File: src/rtl/ext_irq_pkg.sv
package ext_irq_pkg;

  typedef enum logic [1:0] {
    SENSE_LOW  = 2'b00,
    SENSE_ANY  = 2'b01,
    SENSE_FALL = 2'b10,
    SENSE_RISE = 2'b11
  } sense_e;

  localparam logic [1:0] ADDR_MODE = 2'd0;
  localparam logic [1:0] ADDR_EN   = 2'd1;
  localparam logic [1:0] ADDR_CLR  = 2'd2;

endpackage

File: src/rtl/eis_cfg.sv
module eis_cfg
  import ext_irq_pkg::*;
#(
  parameter int NUM_IN = 2,
  localparam int MODE_W = 2 * NUM_IN
) (
  input  logic              clk,
  input  logic              rst,
  input  logic              we_i,
  input  logic [1:0]        addr_i,
  input  logic [MODE_W-1:0] wdata_i,
  output logic [MODE_W-1:0] mode_o,
  output logic [NUM_IN-1:0] en_o,
  output logic [NUM_IN-1:0] clr_o
);

  logic [MODE_W-1:0] mode_q;
  logic [NUM_IN-1:0] en_q;

  always_ff @(posedge clk) begin
    if (rst) begin
      mode_q <= '0;
      en_q   <= '0;
    end else if (we_i) begin
      case (addr_i)
        ADDR_MODE: mode_q <= wdata_i;
        ADDR_EN:   en_q   <= wdata_i[NUM_IN-1:0];
        default:   ;
      endcase
    end
  end

  // clear strobe is a one-cycle pulse aligned with the write
  assign clr_o  = (we_i && addr_i == ADDR_CLR) ? wdata_i[NUM_IN-1:0] : '0;
  assign mode_o = mode_q;
  assign en_o   = en_q;

  // enables only move on an enable-register write
  p_en_hold_r11: assert property (@(posedge clk) disable iff (rst)
    !(we_i && addr_i == ADDR_EN) |=> $stable(en_o));

  // mode word only moves on a mode-register write
  p_mode_hold_r11: assert property (@(posedge clk) disable iff (rst)
    !(we_i && addr_i == ADDR_MODE) |=> $stable(mode_o));

endmodule

File: src/rtl/eis_sync.sv
module eis_sync #(
  parameter int   WIDTH   = 2,
  parameter int   STAGES  = 2,
  parameter logic RST_VAL = 1'b1
) (
  input  logic             clk,
  input  logic             rst,
  input  logic             run_i,
  input  logic [WIDTH-1:0] d_i,
  output logic [WIDTH-1:0] q_o
);

  logic [STAGES-1:0][WIDTH-1:0] chain_q;

  always_ff @(posedge clk) begin
    if (rst) begin
      for (int s = 0; s < STAGES; s++) chain_q[s] <= {WIDTH{RST_VAL}};
    end else if (run_i) begin
      for (int s = STAGES - 1; s > 0; s--) chain_q[s] <= chain_q[s-1];
      chain_q[0] <= d_i;
    end
  end

  assign q_o = chain_q[STAGES-1];

  // a stopped I/O clock freezes the synchronized value
  p_sync_frozen_r4: assert property (@(posedge clk) disable iff (rst)
    !run_i |=> $stable(q_o));

endmodule

File: src/rtl/eis_channel.sv
module eis_channel
  import ext_irq_pkg::*;
#(
  parameter logic IDLE_VAL = 1'b1
) (
  input  logic       clk,
  input  logic       rst,
  input  logic       run_i,
  input  logic       pin_s_i,
  input  logic [1:0] mode_i,
  input  logic       en_i,
  input  logic       clr_i,
  output logic       req_nxt_o,
  output logic       req_o
);

  sense_e mode;
  logic   prev_q;
  logic   flag_q;
  logic   rose;
  logic   fell;
  logic   hit;
  logic   level_act;

  assign mode = sense_e'(mode_i);

  always_ff @(posedge clk) begin
    if (rst)        prev_q <= IDLE_VAL;
    else if (run_i) prev_q <= pin_s_i;
  end

  assign rose = pin_s_i & ~prev_q;
  assign fell = ~pin_s_i & prev_q;

  always_comb begin
    case (mode)
      SENSE_ANY:  hit = rose | fell;
      SENSE_FALL: hit = fell;
      SENSE_RISE: hit = rose;
      default:    hit = 1'b0;
    endcase
  end

  assign level_act = (mode == SENSE_LOW) && !pin_s_i;

  // set has priority over a same-cycle clear
  always_ff @(posedge clk) begin
    if (rst)                flag_q <= 1'b0;
    else if (run_i && hit)  flag_q <= 1'b1;
    else if (clr_i)         flag_q <= 1'b0;
  end

  assign req_nxt_o = (flag_q | level_act) & en_i;

  always_ff @(posedge clk) begin
    if (rst) req_o <= 1'b0;
    else     req_o <= req_nxt_o;
  end

  // flag survives until a clear strobe
  p_flag_sticky_r6: assert property (@(posedge clk) disable iff (rst)
    (flag_q && !clr_i) |=> flag_q);

  // no new flag while the I/O clock is stopped
  p_no_edge_gated_r4: assert property (@(posedge clk) disable iff (rst)
    (!run_i && !flag_q) |=> !flag_q);

  // level mode never latches a flag
  p_level_no_flag_r2: assert property (@(posedge clk) disable iff (rst)
    (mode_i == SENSE_LOW && !flag_q) |=> !flag_q);

  // disabled input never requests
  p_mask_r8: assert property (@(posedge clk) disable iff (rst)
    !en_i |=> !req_o);

endmodule

File: src/rtl/eis_prio.sv
module eis_prio #(
  parameter int NUM_IN = 2,
  localparam int ID_W = (NUM_IN > 1) ? $clog2(NUM_IN) : 1
) (
  input  logic              clk,
  input  logic              rst,
  input  logic [NUM_IN-1:0] req_i,
  output logic              valid_o,
  output logic [ID_W-1:0]   id_o
);

  logic [ID_W-1:0] id_d;

  always_comb begin
    id_d = '0;
    for (int i = NUM_IN - 1; i >= 0; i--) begin
      if (req_i[i]) id_d = ID_W'(i);
    end
  end

  always_ff @(posedge clk) begin
    if (rst) begin
      valid_o <= 1'b0;
      id_o    <= '0;
    end else begin
      valid_o <= |req_i;
      id_o    <= id_d;
    end
  end

endmodule

File: src/rtl/ext_irq_sense.sv
module ext_irq_sense
  import ext_irq_pkg::*;
#(
  parameter int NUM_IN      = 2,
  parameter int SYNC_STAGES = 2,
  localparam int MODE_W = 2 * NUM_IN,
  localparam int ID_W   = (NUM_IN > 1) ? $clog2(NUM_IN) : 1
) (
  input  logic              clk,
  input  logic              rst,
  input  logic              io_clk_run,
  input  logic [NUM_IN-1:0] pin_i,
  input  logic              cfg_we,
  input  logic [1:0]        cfg_addr,
  input  logic [MODE_W-1:0] cfg_wdata,
  output logic [NUM_IN-1:0] irq_req,
  output logic              irq_top_valid,
  output logic [ID_W-1:0]   irq_top_id,
  output logic              wake_req
);

  localparam logic IDLE_VAL = 1'b1;

  logic [MODE_W-1:0] mode_w;
  logic [NUM_IN-1:0] en_w;
  logic [NUM_IN-1:0] clr_w;
  logic [NUM_IN-1:0] pin_s;
  logic [NUM_IN-1:0] req_nxt;
  logic [NUM_IN-1:0] lvl_arm;

  eis_cfg #(.NUM_IN(NUM_IN)) u_cfg (
    .clk     (clk),
    .rst     (rst),
    .we_i    (cfg_we),
    .addr_i  (cfg_addr),
    .wdata_i (cfg_wdata),
    .mode_o  (mode_w),
    .en_o    (en_w),
    .clr_o   (clr_w)
  );

  eis_sync #(.WIDTH(NUM_IN), .STAGES(SYNC_STAGES), .RST_VAL(IDLE_VAL)) u_sync (
    .clk   (clk),
    .rst   (rst),
    .run_i (io_clk_run),
    .d_i   (pin_i),
    .q_o   (pin_s)
  );

  for (genvar i = 0; i < NUM_IN; i++) begin : g_ch
    eis_channel #(.IDLE_VAL(IDLE_VAL)) u_ch (
      .clk       (clk),
      .rst       (rst),
      .run_i     (io_clk_run),
      .pin_s_i   (pin_s[i]),
      .mode_i    (mode_w[2*i +: 2]),
      .en_i      (en_w[i]),
      .clr_i     (clr_w[i]),
      .req_nxt_o (req_nxt[i]),
      .req_o     (irq_req[i])
    );

    // asynchronous low-level arm: needs no clock at all
    assign lvl_arm[i] = (sense_e'(mode_w[2*i +: 2]) == SENSE_LOW) && en_w[i];
  end

  assign wake_req = |(lvl_arm & ~pin_i);

  eis_prio #(.NUM_IN(NUM_IN)) u_prio (
    .clk     (clk),
    .rst     (rst),
    .req_i   (req_nxt),
    .valid_o (irq_top_valid),
    .id_o    (irq_top_id)
  );

  // winner flag tracks the request vector
  p_valid_match_r10: assert property (@(posedge clk) disable iff (rst)
    irq_top_valid == (|irq_req));

  // reported winner is actually requesting
  p_grant_real_r10: assert property (@(posedge clk) disable iff (rst)
    irq_top_valid |-> irq_req[irq_top_id]);

  // input 0 outranks the others
  p_low_wins_r10: assert property (@(posedge clk) disable iff (rst)
    irq_req[0] |-> (irq_top_id == '0));

  // wake only from a low pin
  p_wake_needs_low_r5: assert property (@(posedge clk) disable iff (rst)
    wake_req |-> (pin_i != '1));

endmodule

File: config.mk
export PLATFORM = sky130hd
export DESIGN_NAME = ext_irq_sense
export DESIGN_NICKNAME = d
export VERILOG_FILES = /design/src/rtl/ext_irq_pkg.sv /design/src/rtl/eis_cfg.sv /design/src/rtl/eis_sync.sv /design/src/rtl/eis_channel.sv /design/src/rtl/eis_prio.sv /design/src/rtl/ext_irq_sense.sv
export SDC_FILE = /design/constraint.sdc
export NUM_CORES = 1
export LEC_CHECK = 0
export BUFFER_PORTS_ARGS = -buffer_cell sky130_fd_sc_hd__clkbuf_2
export CORE_MARGIN = 3
export CORE_UTILIZATION = 51
export CTS_BUF_LIST = sky130_fd_sc_hd__clkbuf_16
export DETAILED_ROUTE_END_ITERATION = 8
export GPL_ROUTABILITY_DRIVEN = 0
export GPL_TIMING_DRIVEN = 0
export PLACE_DENSITY = 0.81
export SLEW_MARGIN = 0
export SYNTH_ARGS = -nofsm -noshare
export SYNTH_HDL_FRONTEND = slang
export SYNTH_SLANG_ARGS = --single-unit
File: constraint.sdc
create_clock -name clk -period 1.5 [get_ports clk]
set_input_delay 0.3 -clock clk [delete_from_list [all_inputs] [get_ports clk]]
set_output_delay 0.3 -clock clk [all_outputs]
set_load 0.02 [all_outputs]
==> results of run 1 <==
-- cell families (layout without fill, tap and decap cells) --
family | Yosys count | after routing
DFF | 18 | 18
adders and majority gates | 4 | 4
and+or+nand+nor | 28 | 28
AOI/OAI and AO/OA | 12 | 12
buffers and inverters | 11 | 31
muxes | 9 | 9
-- where the power goes --
part / switching (mW) / internal (mW) / total, mW
logic: 0.0526 / 0.0455 / 0.0981
registers: 0.0138 / 0.497 / 0.511
clock network: 0.165 / 0.350 / 0.515
-- path summary, 6_finish.rpt --
kind / from / end / slack, ns / cells after the start
max: u_cfg.mode_o[0] / wake_req / -0.13 / 3
min: cfg_wdata[3] / u_cfg.mode_o[3] / 0.29 / 3
max reg2reg: u_sync.q_o[1] / g_ch[1].u_ch.flag_q / 0.21 / 5
min reg2reg: g_ch[1].u_ch.flag_q / g_ch[1].u_ch.flag_q / 0.47 / 2
-- layer usage --
layer	wire, µm	up-vias	GRT usage (%)
met5	0	-	0
met4	12	0	5.263
met3	79	2	7.115
met2	818	14	33.05
met1	698	298	20.83
li1	-	328	-
-- final cells by class --
cell class	count	area (µm²)	share of cell area [%]
sequential	18	362.8	36.85
timing repair buffer	17	90.09	9.149
buffer	4	23.77	2.414
multi-input combinational	53	387.9	39.39
tap	15	18.77	1.906
inverter	7	26.28	2.668
clock buffer	3	75.07	7.624
-- per-stage QoR --
stage          worst slack [ns]  power (mW)
5_1_grt                 -0.1664       1.168
4_1_cts                 -0.1631       1.136
3_5_place_dp          -0.009350      0.6135
6_report                -0.1260       1.124
3_3_place_gp           -0.02178      0.6071
2_1_floorplan           0.05533      0.5744
-- critical path: stages, from the launching register on --
cell and delay (ns):
dfxtp_2 0.32, or4b_1 0.51, o41ai_2 0.06, buf_4 0.19
-- flip-flops by register name, indices dropped and copies added, names as in the netlist --
signal	cells
g_ch.u_ch.flag_q	2
g_ch.u_ch.prev_q	2
g_ch.u_ch.req_o	2
u_cfg.en_o	2
u_cfg.mode_o	4
u_prio.id_o	1
u_prio.valid_o	1
u_sync.chain_q	2
u_sync.q_o	2
-- layout by cell type, fill, tap and decap left out, types with 2 or more instances in the layout --
cell type / Yosys / final
dfxtp_1: 18 / 16
clkbuf_2: 0 / 15
nand2_1: 9 / 9
mux2i_1: 8 / 8
inv_1: 7 / 7
nor2_1: 7 / 7
o211ai_1: 5 / 5
ha_1: 4 / 4
buf_4: 2 / 4
clkbuf_16: 0 / 3
nor3_1: 2 / 2
o21ai_0: 2 / 2
nand2b_1: 2 / 2
nand4b_1: 2 / 2
o22ai_1: 2 / 2
dfxtp_2: 0 / 2
-- timing repair --
item | 4_1_cts | 5_1_grt
gates resized for setup | 4 | 1
setup buffers | 1 | 0
endpoints found under the setup margin | 1 | 1
==> impl_metrics.csv, run 1 <==
group,metric,value,unit
status,status,"finished with violations",
status,violations,"negative setup slack",
job,cap_viol_max_count,0,
final_layout,fin_util,71.22,%
sta,tightest_slew,0.4407,ns
clock_tree,cts_sinks,18,
synth,synth-compound-area-share,10.13,%
route,finalWirelength,1608,µm
synth,syn_inst,82,
critical_path,cp.arrival,1.33,ns
synth,ys_ff_latch,18,
final_layout,nNetsFinal,120,
placement,portBuffers,16,
pwr,power_density,1141,nW/µm²
clock_tree,htreeDepth,1,
floorplanning,die-area,2059,µm²
sta,finalHoldViolCount,0,
sta,setup_viol,1,
global_route,grt_pass1_wl,2628,µm
global_route,grt_use_total,18.76,%
sta,fmax,0.6150,GHz
floorplanning,floorplan.initialDensity,57.19,%
route,ant_nets,0,
global_route,grt_max_degree,11,
route,wl_per_cell,13.74,µm
floorplanning,coreArea,1383,µm²
placement,dp_hpwl,1184,µm
route,viasPerCell,5.487,
synth,synthXorXnorAreaFrac,0,%
placement,placed_cell_area,889.6,µm²
route,drt_iter0_drc,13,
clock_tree,postCtsHoldBufs,0,
sta,setup_tns,-0.1260,ns
synth,synth_flop_cell,"dfxtp_1",
pwr,ir_worst_vdd,0.8828,mV
synth,ys_warn_count,0,
critical_path,startpoint_type,"flip-flop",
final_layout,antennaDiodeCount,0,
synth,synth_cell_types,25,
critical_path,critPathCaptureType,"output port",
pwr,leakage,0.4812,nW
route,vias,642,
global_route,grt_pass1_vias,593,
synth,yosysMostFrequentCell,"dfxtp_1",
clock_tree,cts_root_buf,"clkbuf_16",
final_layout,fin_area,984.7,µm²
critical_path,crit_path_max_fanout,2,
worst_hold_path,holdCritPathClass,"in -> reg",
floorplanning,num_io_pins,17,
sta,relSlewSlack,70.62,%
floorplanning,core.rowCount,13,
sta,setup_slack,-0.1260,ns
synth,synthAdderAreaFrac,6.329,%
synth,synth-edff-count,0,
synth,avgSynthCellArea,9.643,µm²
final_layout,area_growth,24.53,%
clock_tree,clkTransAtPathRegs,0.05,ns
route,drcViolationCount,0,
critical_path,cp_data_required_time,1.20,ns
global_route,gr-total-overflow,0,
floorplanning,die_h,45.38,µm
synth,synth_top_family_by_area,"simple AND/OR/NAND/NOR gates",
sta,fin_skew,0.004289,ns
synth,syn_area,790.8,µm²
global_route,antenna_found_initial,0,
synth,syn-num-nets,98,
synth,synthSimpleGateAreaFrac,20.09,%
sta,slew_violations,0,
sta,post-route-period-util,108.4,%
final_layout,drive_above_1_share,27.45,%
synth,synth_top_area_cell,"dfxtp_1",
synth,synth.area.top_cells,"dfxtp_1 (46%), mux2i_1 (10%), ha_1 (6.3%)",
route,drt_pass1_iterations,4,
sta,grt_setup_unrepaired,"true",
synth,synth_top_area_share,45.57,%
sta,min_period,1.626,ns
clock_tree,cts_buffers,3,
sta,timing.hold.ws,0.2862,ns
synth,ys_seq_area_share,45.57,%
final_layout,fin_cells,117,
synth,synthMuxAreaShare,11.55,%
clock_tree,clockBufferDepth,2,
final_layout,num-fill-cells,105,
synth,async_flop_share,0,%
placement,dpl.cell_count,113,
floorplanning,dieWidth,45.38,µm
synth,synthTopCellsByCount,"dfxtp_1 (18), nand2_1 (9), mux2i_1 (8), inv_1 (7), nor2_1 (7)",
clock_tree,tritoncts,"done",
clock_tree,clk_latency,0.25,ns
critical_path,critPathKind,"reg -> out",
Note: power is estimated with default switching activity, not from simulation.
==> inputs of run 2 (changes only) <==
--- a/config.mk
+++ b/config.mk
@@ -6,7 +6,7 @@
 export NUM_CORES = 1
 export LEC_CHECK = 0
 export BUFFER_PORTS_ARGS = -buffer_cell sky130_fd_sc_hd__clkbuf_2
-export CORE_MARGIN = 3
+export CORE_MARGIN = 2
 export CORE_UTILIZATION = 51
 export CTS_BUF_LIST = sky130_fd_sc_hd__clkbuf_16
 export DETAILED_ROUTE_END_ITERATION = 8
==> run 2 against run 1 <==
Compared with the run above: the run still ends with negative setup slack left; maximum frequency is 0.12% higher; sequential cell count stayed put; sequential power hardly changed; wire length is 5.0% lower; hold slack better by 0.011 ns; final area is 1.0% higher; non-clock buffer count stayed put; global-route usage hardly changed; total power is 0.78% higher; critical path depth stayed put; combinational power is 2% lower; register-to-register slack better by 0.02 ns.
==> impl_metrics.csv, run 2 (synthesized netlist as in run 1, its figures left out) <==
group,metric,value,unit
worst_hold_path,min_path_cells,3,
global_route,grt_use_met3,3.750,%
final_layout,largest_reg_flops,4,
critical_path,critPathSlowestCell,"or4b_4",
job,cap_viol_max_count,0,
sta,fin_skew,0.002394,ns
sta,setup_viol,1,
placement,dp_hpwl,1076,µm
route,vias,653,
final_layout,fin_cells,119,
floorplanning,floorplan.initialDensity,53.74,%
pwr,netSwitchingFraction,20.84,%
critical_path,crit_path_max_fanout,2,
placement,dpl.cell_count,114,
final_layout,nNetsFinal,120,
critical_path,path_cells,"or4b_4 > o41ai_2 > buf_4",
floorplanning,die-area,1881,µm²
floorplanning,core.rowCount,14,
clock_tree,postCtsHoldBufs,0,
route,wl_per_cell,12.83,µm
route,finalWirelength,1527,µm
pwr,power.switching,0.2360,mW
worst_hold_path,holdCritPathClass,"in -> reg",
critical_path,cpPeakStageDelay,0.51,ns
pwr,pwr-share-comb,8.5,%
floorplanning,num_io_pins,17,
critical_path,startpoint_type,"flip-flop",
pwr,power,1.132,mW
sta,tightest_slew,0.4324,ns
clock_tree,tritoncts,"done",
critical_path,cp_top_family,"simple AND/OR/NAND/NOR gates",
sta,slew_violations,0,
route,viasPerCell,5.487,
route,drt_pass1_iterations,4,
clock_tree,htreeDepth,1,
global_route,antenna_found_initial,0,
critical_path,crit_buf_inv,1,
global_route,grt.busiest_layer,"met2",
global_route,grt_use_total,18.72,%
pwr,ir_worst_vdd,0.5777,mV
route,drt_iter0_drc,8,
pwr,leakage,0.4854,nW
sta,post-route-period-util,108.3,%
critical_path,cp.arrival,1.32,ns
critical_path,critPathCaptureType,"output port",
final_layout,drive_above_1_share,29.13,%
route,drcViolationCount,0,
global_route,met1_usage,23.75,%
global_route,grt_use_met2,30.45,%
status,status,"finished with violations",
sta,setup_slack,-0.1241,ns
pwr,power_density,1138,nW/µm²
status,violations,"negative setup slack",
critical_path,cp_data_required_time,1.20,ns
final_layout,num-fill-cells,130,
clock_tree,cts_root_buf,"clkbuf_16",
global_route,grt_max_degree,11,
global_route,grt_pass1_vias,627,
placement,portBuffers,16,
pwr,power.share.sequential,45.1,%
floorplanning,coreArea,1471,µm²
critical_path,rr_worst_depth,5,
global_route,grt_pass1_wl,2608,µm
critical_path,cp_num_cells,3,
pwr,pwr-share-clk,46.4,%
final_layout,area_growth,25.79,%
pwr,p_int,0.8964,mW
clock_tree,clockBufferDepth,2,
final_layout,antennaDiodeCount,0,
sta,grt_setup_unrepaired,"true",
sta,relSlewSlack,71.17,%
global_route,gr-total-overflow,0,
clock_tree,cts_sinks,18,
route,ant_nets,0,
clock_tree,clk_latency,0.25,ns
sta,fmax,0.6157,GHz
critical_path,critPathKind,"reg -> out",
sta,min_period,1.624,ns
floorplanning,die_h,43.38,µm
clock_tree,clkTransAtPathRegs,0.05,ns
clock_tree,cts_buffers,3,
floorplanning,dieWidth,43.38,µm
sta,finalHoldViolCount,0,
final_layout,final_cell_mix,"dfxtp_1 (15), clkbuf_2 (15), nand2_1 (9)",
[run 2: cell count changes in the layout (fill, tap and decap cells not counted), sizes merged]
| cell | before | now |
|---|---|---|
| clkinv | 0 | 1 |
[run 2: power groups by stage]
stage                     Combinational (mW)  Sequential (mW)  Clock [mW]
after CTS                             0.0969            0.510       0.536
after global routing                   0.110            0.513       0.559
after floorplan                       0.0581            0.516           0
after detailed placement              0.0917            0.520           0
after global placement                0.0880            0.519           0
final                                 0.0962            0.511       0.525
[run 2: cell type report]
cell class,instances,area [µm²],area share [%]
repair buffers,17,90.09,9.057
well taps,16,20.02,2.013
clock inverters,1,3.754,0.3774
multi-input cells,53,391.6,39.37
clock buffers,3,75.07,7.547
flip-flops and latches,18,364.1,36.60
inverters,7,26.28,2.642
plain buffers,4,23.77,2.390
[run 2: metal layers]
metal	share of wire, %	vias to the layer above	routed length, µm
met5	0	-	0
met4	1.4	0	22
met3	4.8	4	73
met2	50	16	757
met1	44	310	674
li1	-	323	-
[run 2: worst paths after layout]
kind	start	end	slack, ns
setup reg to reg	u_sync.q_o[1]	g_ch[1].u_ch.flag_q	0.23
hold reg to reg	u_sync.chain_q[0]	u_sync.q_o[0]	0.47
hold / removal	cfg_wdata[2]	u_cfg.mode_o[2]	0.30
setup / recovery	u_cfg.mode_o[0]	wake_req	-0.12
[run 2: through the flow]
step | TNS (ns) | hold WS [ns] | area [µm²] | util (%) | setup slack (ns)
final | -0.1241 | 0.2971 | 994.7 | 67.60 | -0.1241
after global routing | -0.1661 | 0.3173 | 994.7 | 67.60 | -0.1661
after CTS | -0.1529 | 0.2957 | 994.7 | 67.60 | -0.1529
after detailed placement | -0.02475 | 0.4633 | 890.9 | 60.54 | -0.02475
after global placement | -0.02343 | 0.4545 | 890.9 | 60.54 | -0.02343
after floorplan | 0 | 0.4284 | 790.8 | - | 0.05533
[run 2: what timing repair did]
action                                  CTS  global route
resized for setup                         6             1
endpoints found under the setup margin    1             1
buffers inserted                          1             0
pin swaps                                 0             0
hold endpoints to repair                  0             0
[run 2: tightest hold or removal path, delay by kind of cell]
family | cells | cell delay, ns
buf+inv | 1 | 0.07
mux | 1 | 0.06
simple gates | 1 | 0.07
==> inputs of run 3 (changes only) <==
--- a/config.mk
+++ b/config.mk
@@ -12,7 +12,7 @@
 export DETAILED_ROUTE_END_ITERATION = 8
 export GPL_ROUTABILITY_DRIVEN = 0
 export GPL_TIMING_DRIVEN = 0
-export PLACE_DENSITY = 0.81
+export PLACE_DENSITY = 0.75
 export SLEW_MARGIN = 0
 export SYNTH_ARGS = -nofsm -noshare
 export SYNTH_HDL_FRONTEND = slang
==> run 3 against run 2 <==
Compared with the run above: the flow still finishes with violations (negative setup slack); final area is 1.4% higher; sequential share of layout area is 0.25 points lower; sequential cell count stayed put; wire length is 3.4% higher; maximum frequency is 2.0% lower; clock-buffer cell count stayed put; hold slack worse by 0.0072 ns.
==> impl_metrics.csv, run 3 (synthesized netlist as in run 1, its figures left out) <==
group,metric,value,unit
floorplanning,core.rowCount,14,
clock_tree,clockBufferDepth,2,
critical_path,critPathCaptureType,"output port",
sta,fmax,0.6031,GHz
global_route,antenna_found_initial,0,
clock_tree,htreeDepth,1,
final_layout,largest_reg_flops,4,
clock_tree,cts_buffers,3,
sta,timing.hold.ws,0.2899,ns
sta,setup_viol,1,
global_route,grt_max_degree,11,
route,drt_pass1_iterations,2,
clock_tree,cts_root_buf,"clkbuf_16",
final_layout,area_growth,27.53,%
route,viasPerCell,5.252,
final_layout,antennaDiodeCount,0,
placement,placed_cell_area,890.9,µm²
final_layout,drive_above_1_share,29.13,%
clock_tree,clkTransAtPathRegs,0.05,ns
route,vias,625,
status,status,"finished with violations",
final_layout,nNetsFinal,120,
sta,setup_slack,-0.1580,ns
route,ant_nets,0,
placement,dp_hpwl,1141,µm
global_route,grt_use_total,18.96,%
route,wl_per_cell,13.27,µm
critical_path,startpoint_type,"flip-flop",
pwr,leakage,0.4863,nW
sta,finalHoldViolCount,0,
final_layout,final_cell_mix,"dfxtp_1 (15), clkbuf_2 (15), nand2_1 (9)",
sta,setup_tns,-0.1580,ns
final_layout,fin_util,68.54,%
floorplanning,floorplan.initialDensity,53.74,%
global_route,gr-total-overflow,0,
floorplanning,num_io_pins,17,
final_layout,fin_area,1008,µm²
global_route,grt_pass1_wl,2622,µm
critical_path,critPathKind,"reg -> out",
status,violations,"negative setup slack",
worst_hold_path,holdCritPathClass,"in -> reg",
clock_tree,clk_latency,0.25,ns
floorplanning,die_h,43.38,µm
critical_path,crit_path_max_fanout,6,
route,drcViolationCount,0,
sta,post-route-period-util,110.5,%
sta,min_period,1.658,ns
sta,fin_skew,0.001585,ns
critical_path,cp.arrival,1.36,ns
sta,relSlewSlack,72.11,%
route,finalWirelength,1579,µm
sta,slew_violations,0,
floorplanning,coreArea,1471,µm²
route,drt_iter0_drc,2,
sta,grt_setup_unrepaired,"true",
global_route,grt_pass1_vias,630,
global_route,met1_usage,22.89,%
pwr,ir_worst_vdd,0.9730,mV
job,cap_viol_max_count,0,
placement,portBuffers,16,
global_route,grt_use_met3,5.833,%
floorplanning,dieWidth,43.38,µm
critical_path,cp_data_required_time,1.20,ns
clock_tree,tritoncts,"done",
global_route,grt_use_met2,30.15,%
floorplanning,die-area,1881,µm²
sta,tightest_slew,0.4184,ns
clock_tree,cts_sinks,18,
pwr,power_density,1131,nW/µm²
global_route,grt.busiest_layer,"met2",
run 3: cell type report:
class                   count  area [µm²]
clock buffers               3       75.07
clock inverters             1       3.754
flip-flops and latches     18       366.6
inverters                   7       26.28
fillers                   118       462.9
multi-input cells          53       402.9
plain buffers               4       23.77
well taps                  16       20.02
repair buffers             17       90.09
run 3: where the power goes:
part	internal [mW]	total [mW]	switching (mW)
clock	0.354	0.532	0.178
sequential	0.495	0.510	0.0146
combinational	0.0466	0.0988	0.0522
run 3: what timing repair did:
item,in CTS,in global routing
endpoints found under the setup margin,1,1
gates resized for setup,5,4
hold buffers,0,0
setup buffers,1,0
run 3: per-layer routing:
metal	wire (µm)	vias to the layer above	part of all wire, %
met2	782	12	50
met4	19	0	1.2
li1	-	322	-
met5	0	-	0
met3	71	2	4.5
met1	706	289	45
run 3: worst paths after layout:
| check | start | endpoint | slack, ns | cells after the start |
|---|---|---|---|---|
| max | u_cfg.mode_o[1] | wake_req | -0.16 | 3 |
| min | pin_i[0] | u_sync.chain_q[0] | 0.29 | 3 |
| max reg2reg | u_sync.q_o[1] | g_ch[1].u_ch.flag_q | 0.21 | 5 |
| min reg2reg | u_sync.chain_q[0] | u_sync.chain_q[0] | 0.48 | 2 |
run 3: stage by stage:
stage	setup slack (ns)	std cells	total power [mW]
after detailed placement	-0.07679	114	0.6120
after CTS	-0.1923	119	1.141
after global placement	-0.02674	114	0.6070
after floorplan	0.05533	82	0.5744
after global routing	-0.1970	119	1.181
final	-0.1580	119	1.141
run 3: critical path: stages (launching register included):
cell and delay (ns):
dfxtp_4 0.36, or4b_4 0.50, o41ai_4 0.07, buf_4 0.19
